===== src/rtl/q15_div_pkg.sv =====
package q15_div_pkg;
    // Iteration schedule of the conditional-subtract loop
    typedef enum logic {
        SCHED_SHIFT15 = 1'b0,   // dividend << (W-1), W steps
        SCHED_SHIFT16 = 1'b1    // dividend << W, W-1 steps
    } sched_e;
endpackage


===== src/rtl/q15_sign_mag.sv =====
module q15_sign_mag #(
    parameter int W = 16
) (
    input  logic [W-1:0] value,
    output logic [W:0]   mag,
    output logic         neg
);
    logic [W:0] ext;

    always_comb begin
        ext = {value[W-1], value};
        neg = value[W-1];
        mag = neg ? ((W+1)'(0) - ext) : ext;
    end
endmodule


===== src/rtl/q15_csub_step.sv =====
module q15_csub_step #(
    parameter int W = 16
) (
    input  logic [2*W:0] acc_in,
    input  logic [W:0]   dmag,
    output logic [2*W:0] acc_out
);
    localparam int ACC_W = 2*W + 1;
    localparam int ALIGN = W - 1;
    localparam int PAD   = ACC_W + 1 - (W + 1) - ALIGN;

    logic [ACC_W:0] aligned;
    logic [ACC_W:0] diff;

    always_comb begin
        aligned = {{PAD{1'b0}}, dmag, {ALIGN{1'b0}}};
        diff    = {1'b0, acc_in} - aligned;
        if (!diff[ACC_W]) begin
            acc_out = (diff[ACC_W-1:0] << 1) | ACC_W'(1);
        end else begin
            acc_out = acc_in << 1;
        end
    end
endmodule


===== src/rtl/q15_seq_div.sv =====
module q15_seq_div
    import q15_div_pkg::*;
#(
    parameter int     W     = 16,
    parameter sched_e SCHED = SCHED_SHIFT15
) (
    input  logic         clk,
    input  logic         rst_n,
    input  logic         start,
    input  logic [W-1:0] dividend,
    input  logic [W-1:0] divisor,
    output logic         busy,
    output logic         done,
    output logic         err,
    output logic [W-1:0] quotient
);
    localparam int ALT       = (SCHED == SCHED_SHIFT16) ? 1 : 0;
    localparam int MAG_W     = W + 1;
    localparam int ACC_W     = 2*W + 1;
    localparam int PRE_SHIFT = W - 1 + ALT;
    localparam int STEPS     = W - ALT;
    localparam int CNT_W     = $clog2(STEPS + 1);

    typedef struct packed {
        logic             busy;
        logic             done;
        logic             err;
        logic             neg;
        logic [CNT_W-1:0] cnt;
        logic [MAG_W-1:0] dmag;
        logic [ACC_W-1:0] acc;
        logic [W-1:0]     quo;
    } regs_t;

    regs_t r_q, r_d;

    logic [MAG_W-1:0] a_mag, b_mag;
    logic             a_neg, b_neg;
    logic [ACC_W-1:0] step_acc;
    logic [W-1:0]     qmag;

    q15_sign_mag #(.W(W)) u_mag_num (.value(dividend), .mag(a_mag), .neg(a_neg));
    q15_sign_mag #(.W(W)) u_mag_den (.value(divisor),  .mag(b_mag), .neg(b_neg));

    q15_csub_step #(.W(W)) u_step (
        .acc_in (r_q.acc),
        .dmag   (r_q.dmag),
        .acc_out(step_acc)
    );

    always_comb begin
        r_d      = r_q;
        r_d.done = 1'b0;
        qmag     = '0;
        qmag[STEPS-1:0] = step_acc[STEPS-1:0];
        if (!r_q.busy) begin
            if (start) begin
                if (b_mag == '0 || b_mag <= a_mag) begin
                    r_d.done = 1'b1;
                    r_d.err  = 1'b1;
                    r_d.quo  = '0;
                end else begin
                    r_d.busy = 1'b1;
                    r_d.acc  = ACC_W'(a_mag) << PRE_SHIFT;
                    r_d.dmag = b_mag;
                    r_d.neg  = a_neg ^ b_neg;
                    r_d.cnt  = CNT_W'(STEPS);
                end
            end
        end else begin
            r_d.acc = step_acc;
            r_d.cnt = r_q.cnt - CNT_W'(1);
            if (r_q.cnt == CNT_W'(1)) begin
                r_d.busy = 1'b0;
                r_d.done = 1'b1;
                r_d.err  = 1'b0;
                r_d.quo  = r_q.neg ? (W'(0) - qmag) : qmag;
            end
        end
    end

    always_ff @(posedge clk or negedge rst_n) begin
        if (!rst_n) begin
            r_q <= '0;
        end else begin
            r_q <= r_d;
        end
    end

    assign busy     = r_q.busy;
    assign done     = r_q.done;
    assign err      = r_q.err;
    assign quotient = r_q.quo;
endmodule


===== config.mk =====
export PLATFORM = sky130hd
export DESIGN_NAME = q15_seq_div
export DESIGN_NICKNAME = d
export VERILOG_FILES = /design/src/rtl/q15_div_pkg.sv /design/src/rtl/q15_sign_mag.sv /design/src/rtl/q15_csub_step.sv /design/src/rtl/q15_seq_div.sv
export SDC_FILE = /design/constraint.sdc
export NUM_CORES = 1
export LEC_CHECK = 0
export BUFFER_PORTS_ARGS = -buffer_cell sky130_fd_sc_hd__buf_2
export CORE_MARGIN = 5
export CORE_UTILIZATION = 65
export CTS_CLUSTER_DIAMETER = 60
export DETAILED_ROUTE_END_ITERATION = 12
export PLACE_DENSITY_LB_ADDON = 0.25
export REMOVE_ABC_BUFFERS = 1
export SETUP_SLACK_MARGIN = 0.5
export SYNTH_ARGS = -nofsm -noshare
export SYNTH_HDL_FRONTEND = slang
export SYNTH_SLANG_ARGS = --single-unit

===== constraint.sdc =====
create_clock -name clk -period 6.66 [get_ports clk]
set_input_delay 1.332 -clock clk [delete_from_list [all_inputs] [get_ports clk]]
set_output_delay 1.332 -clock clk [all_outputs]
set_load 0.005 [all_outputs]

* Word-level counts from Yosys, hierarchy flattened *
Cells that the tools add are included.

word-level totals
  bits in registers = 75
  logic and storage cells = 41
  output and inout bits = 19

operators by class
  magnitude comparators = 1
  bitwise gates (word level) = 3
  multiplexer cells = 14
  eq/ne operators = 3
  add/subtract/negate cells = 5
  reduce and logical (&&, ||, !) cells = 7

operators with widths
  operator               count
  $mux 75                1
  $mux 56                1
  $mux 49                1
  $mux 16                3
  $mux 17                2
  $sub 1x16->17 const A  2
  $sub 33x32->34         1
  $mux 33                1
  $le 17x17->1           1
  $logic_not 17->1       1
  $sub 1x16->16 const A  1
  $mux 3                 2
  $reduce_and 3->1       2
  $eq 5x1->1 const B     1
  $mux 5                 1
  $sub 5x1->5 const B    1
  $reduce_bool 2->1      2
  $mux 2                 1
  $ne 2x1->1 const B     1
  $ne 2x2->1 const B     1
  $not 1->1              2
  $reduce_and 2->1       1
  $logic_or 1x1->1       1
  $mux 1                 1
  $xor 1x1->1            1

* Depth between registers and ports, before layout *
  depth after elaboration = 7
  mapped depth = 17

* Modules after synthesis *
A second synthesis with hierarchy kept.

second synthesis, totals
  cell total of the unflattened synthesis = 702
  area, all modules = 6262.3 sq um

modules (own cells, without submodules)
  module         instances  cells an instance  seq. area each (sq um)  area each (sq um)
  q15_seq_div    1          410                1876.8                  4140.2
  q15_csub_step  1          196                0.0                     1403.8
  q15_sign_mag   2          48                 0.0                     359.1

* Least setup slack after synthesis *
OpenSTA, ideal clock, no wires.

  path kind = in2reg
  start = input dividend[3]
  end = register r_q[45] in the netlist's numbering
  buffers on the path = 1
  data arrival time = 5146 ps
  required time = 6582 ps
  cell stages on the path = 12
  slack = 1437 ps
  cells stage by stage = or4_4 > or4_1 > or3_1 > or4b_2 > ha_1 > and4_1 > nand2_1 > or4_4 > o2111ai_2 > buf_6 > mux2_2 > a21oi_1

on the way
  cells in the longest elaborated chain, start to end = 6

ends and longest elaborated chain
  element                     RTL line            text
  start: declaration          q15_seq_div.sv:10   input logic [W-1:0] dividend,
  $sub 1x16->17               q15_sign_mag.sv:13  mag = neg ? ((W+1)'(0) - ext) : ext;
  $mux 17 *                   q15_sign_mag.sv:13
  $le 17x17->1                q15_seq_div.sv:58   if (b_mag == '0 || b_mag <= a_mag) begin
  $logic_or 1x1->1            q15_seq_div.sv:58
  $ne 2x2->1 (no line)        n/a
  $reduce_and 2->1 (no line)  n/a
  end signal: assignment      q15_seq_div.sv:86   r_q <= r_d;
  end: declaration            q15_seq_div.sv:35   regs_t r_q, r_d;

Mark *: on every way between the ends. The rest lies on a longest branch, timed or not. The select of a mux whose other input is x is not followed.
A chain may end at the register's enable or synchronous reset.

* Worst setup path after layout *
  start = input dividend[3]
  end = register r_q[27] in the netlist's numbering

on the way
  cells in the longest elaborated chain, start to end = 6

ends and longest elaborated chain
  element                       RTL line
  $sub 1x16->17                 q15_sign_mag.sv:13
  $mux 17 *                     q15_sign_mag.sv:13
  $le 17x17->1 *                q15_seq_div.sv:58
  $logic_or 1x1->1 *            q15_seq_div.sv:58
  $ne 2x2->1 (no line) *        n/a
  $reduce_and 2->1 (no line) *  n/a

Mark *: on every way between the ends. The rest lies on a longest branch, timed or not.

==> qor.yml <==
clkSinkCount: 75
power_leakage_nw: 2.80
cts_made_buffers: 9
dieArea_mm2: 0.0107
worstHoldStart: "quotient[7]$_DFFE_PN0P_"
synth_seq_cells: 75
clockBufferDepth: 2
dr_total_vias: 4680
hold_slack_ns: 0.482
grt_pass1_vias: 4709
r2r-start: "r_q[36]$_DFFE_PN0P_"
syn_inst: 612
holdBufCountCts: 0
synthFlopType: "dfrtp_1"
end_kind: "register"
clock_latency_ns: 0.36
core_area_mm2: 0.00864
tritoncts: "done"
fmax_ghz: 0.178
critPathKind: "in -> reg"
io_pins: 54
hold_class: "reg -> reg"
avgViaCountPerCell: 6.27
r2r_setup_slack_ns: 2.62
synth_area_leader_cell: "dfrtp_1"
start_util_pct: 66.0
seq_area_frac_synth_pct: 33.0
async_flop_share_pct: 100
ys_top_cells_by_count: "dfrtp_1, nand2_1, inv_1, ha_1, xor2_1"
avgRoutedWirePerCell_um: 17.1
cp_max_fo: 36
area_growth_pct: 6.68
gp_congestion: 0.940
maxSlewHeadroom_pct: 33.1
fp-row-count: 34
setup_viol: 0
clk_pin_slew_worst_paths_ns: 0.08
grt_pass1_wl_um: 21600
drt_iter0_drc: 366
place_hpwl_um: 9160
synth_area_mm2: 0.00570
grt_max_degree: 76
drc_errors: 0
peakVddDrop_uv: 200
antenna_cells: 0
cts_setup_buffers: 0
critPathLaunchType: "input pin"
ctsRootBufferMaster: "clkbuf_8"
cts_resized: 0
skew_ns: 0.0174
slew_violations: 0
cap_violations: 0
fin_nets: 707
synth_cell_types: 71
tightest_slew_ns: 1.00
synth.most_common_cell: "dfrtp_1"
syn_avg_cell_area_um2: 9.31
die_x_um: 104
ys_warn_count: 0
drive_gt1_share_pct: 18.2
h-tree-depth: 3
finalSetupTns_ns: 0
p_per_area_mw_per_mm2: 504
startpoint: "dividend[3]"
min_period_ns: 5.63
ant_nets: 0
worstReg2RegEnd: "quotient[12]$_DFFE_PN0P_"
fillCellCount: 677
io_buffers: 53
dp_slack_ns: 0.700
finalWorstSetupSlack_ns: 1.03
synth_edf_count: 0
grt_setup_unrepaired: "false"
final_hold_viol_count: 0
status: "finished clean"
drt_pass1_iterations: 5
antenna_found_initial: 0
arrival_ns: 5.89
post-route-period-util_pct: 84.5
grtUsageTotal_pct: 23.9
yosysTopAreaCellShare_pct: 33.0
synth_area_leaders: "dfrtp_1, ha_1, xor2_1, nand2_1, mux2_4"
drt_wl_total_um: 12800
crit_required_ns: 6.92
overflow: 0
reg2reg_depth: 15
die_y_um: 104
crit_path_end: "r_q[27]$_DFFE_PN0P_"
==> worst max-delay path, cell delays in order <==
cell       delay, ns
buf_2           0.13
or4_4           0.59
or4_1           0.47
or3_1           0.43
or4b_2          0.66
ha_1            0.32
and4_1          0.20
a211o_1         0.32
o2111ai_4       0.83
buf_4           0.32
nand2_1         0.07
o21ai_0         0.22
==> registers in the layout, indices dropped and copies added, names as in the netlist <==
signal / flops
r_q: 56
quotient: 16
busy: 1
done: 1
err: 1
==> layer usage <==
layer  global-route usage, %  vias up  wire length, µm
li1                        -     2243                -
met1                    30.9     2257             5620
met2                    39.9      154             6120
met3                    4.54       26              774
met4                    8.72        0              272
met5                       0        -                0
==> logic make-up (layout without fill, tap and decap cells) <==
logic type	after synthesis	after routing	synth area share, %
DFF	75	75	33.0
other	2	2	0.132
buffers and inverters	87	114	7.62
xor gates and xnor gates	54	54	8.44
muxes	31	31	6.85
and+or+nand+nor	166	166	14.8
adders and majority gates	39	39	8.68
AOI/OAI and AO/OA	158	158	20.5
==> per-stage QoR <==
stage          util [%]  total power (W)  std cells  instance area, µm²
6_report           70.4          0.00306        747                6080
5_1_grt            70.4          0.00333        747                6080
4_1_cts            70.4          0.00305        747                6080
3_5_place_dp       67.9          0.00263        731                5860
3_3_place_gp       67.9          0.00255        731                5860
2_1_floorplan         -          0.00221        566                5420
==> layout by cell type (no fill, tap or decap), drive strengths merged, types with 12 or more instances in the layout <==
| master | instances |
|---|---|
| dfrtp | 75 |
| o21ai | 37 |
| or3 | 15 |
| xor2 | 31 |
| xnor2 | 23 |
| nand2 | 61 |
| inv | 42 |
| nor2 | 21 |
| ha | 37 |
| o211ai | 12 |
| buf | 57 |
| mux2 | 22 |
| nand3 | 19 |
| a21oi | 17 |
| o31ai | 17 |
| o2bb2ai | 15 |
==> final cells by class <==
class / count / area [µm²] / share of cell area [%]
clock inverter: 6 / 87.6 / 1.44
tap: 108 / 135 / 2.22
clock buffer: 10 / 128 / 2.10
timing repair buffer: 57 / 298 / 4.90
inverter: 41 / 154 / 2.53
multi-input combinational: 450 / 3400 / 55.9
sequential: 75 / 1880 / 30.9
==> power breakdown <==
group	switching [W]	internal, W
logic	0.000969	0.000835
clock network	0.000179	0.000212
registers	0.000187	0.000678
total	0.00134	0.00172
==> how the worst min path moves through the flow <==
stage,end,slack (ns),depth (start not counted)
CTS,quotient[7]$_DFFE_PN0P_,0.49,1
global placement,quotient[9]$_DFFE_PN0P_,0.47,1
floorplan,r_q[65]$_DFFE_PN0P_,0.46,2
detailed placement,quotient[7]$_DFFE_PN0P_,0.47,1
finish,quotient[7]$_DFFE_PN0P_,0.48,1
global route,quotient[11]$_DFFE_PN0P_,0.51,1
(Power assumes the default switching activity.)
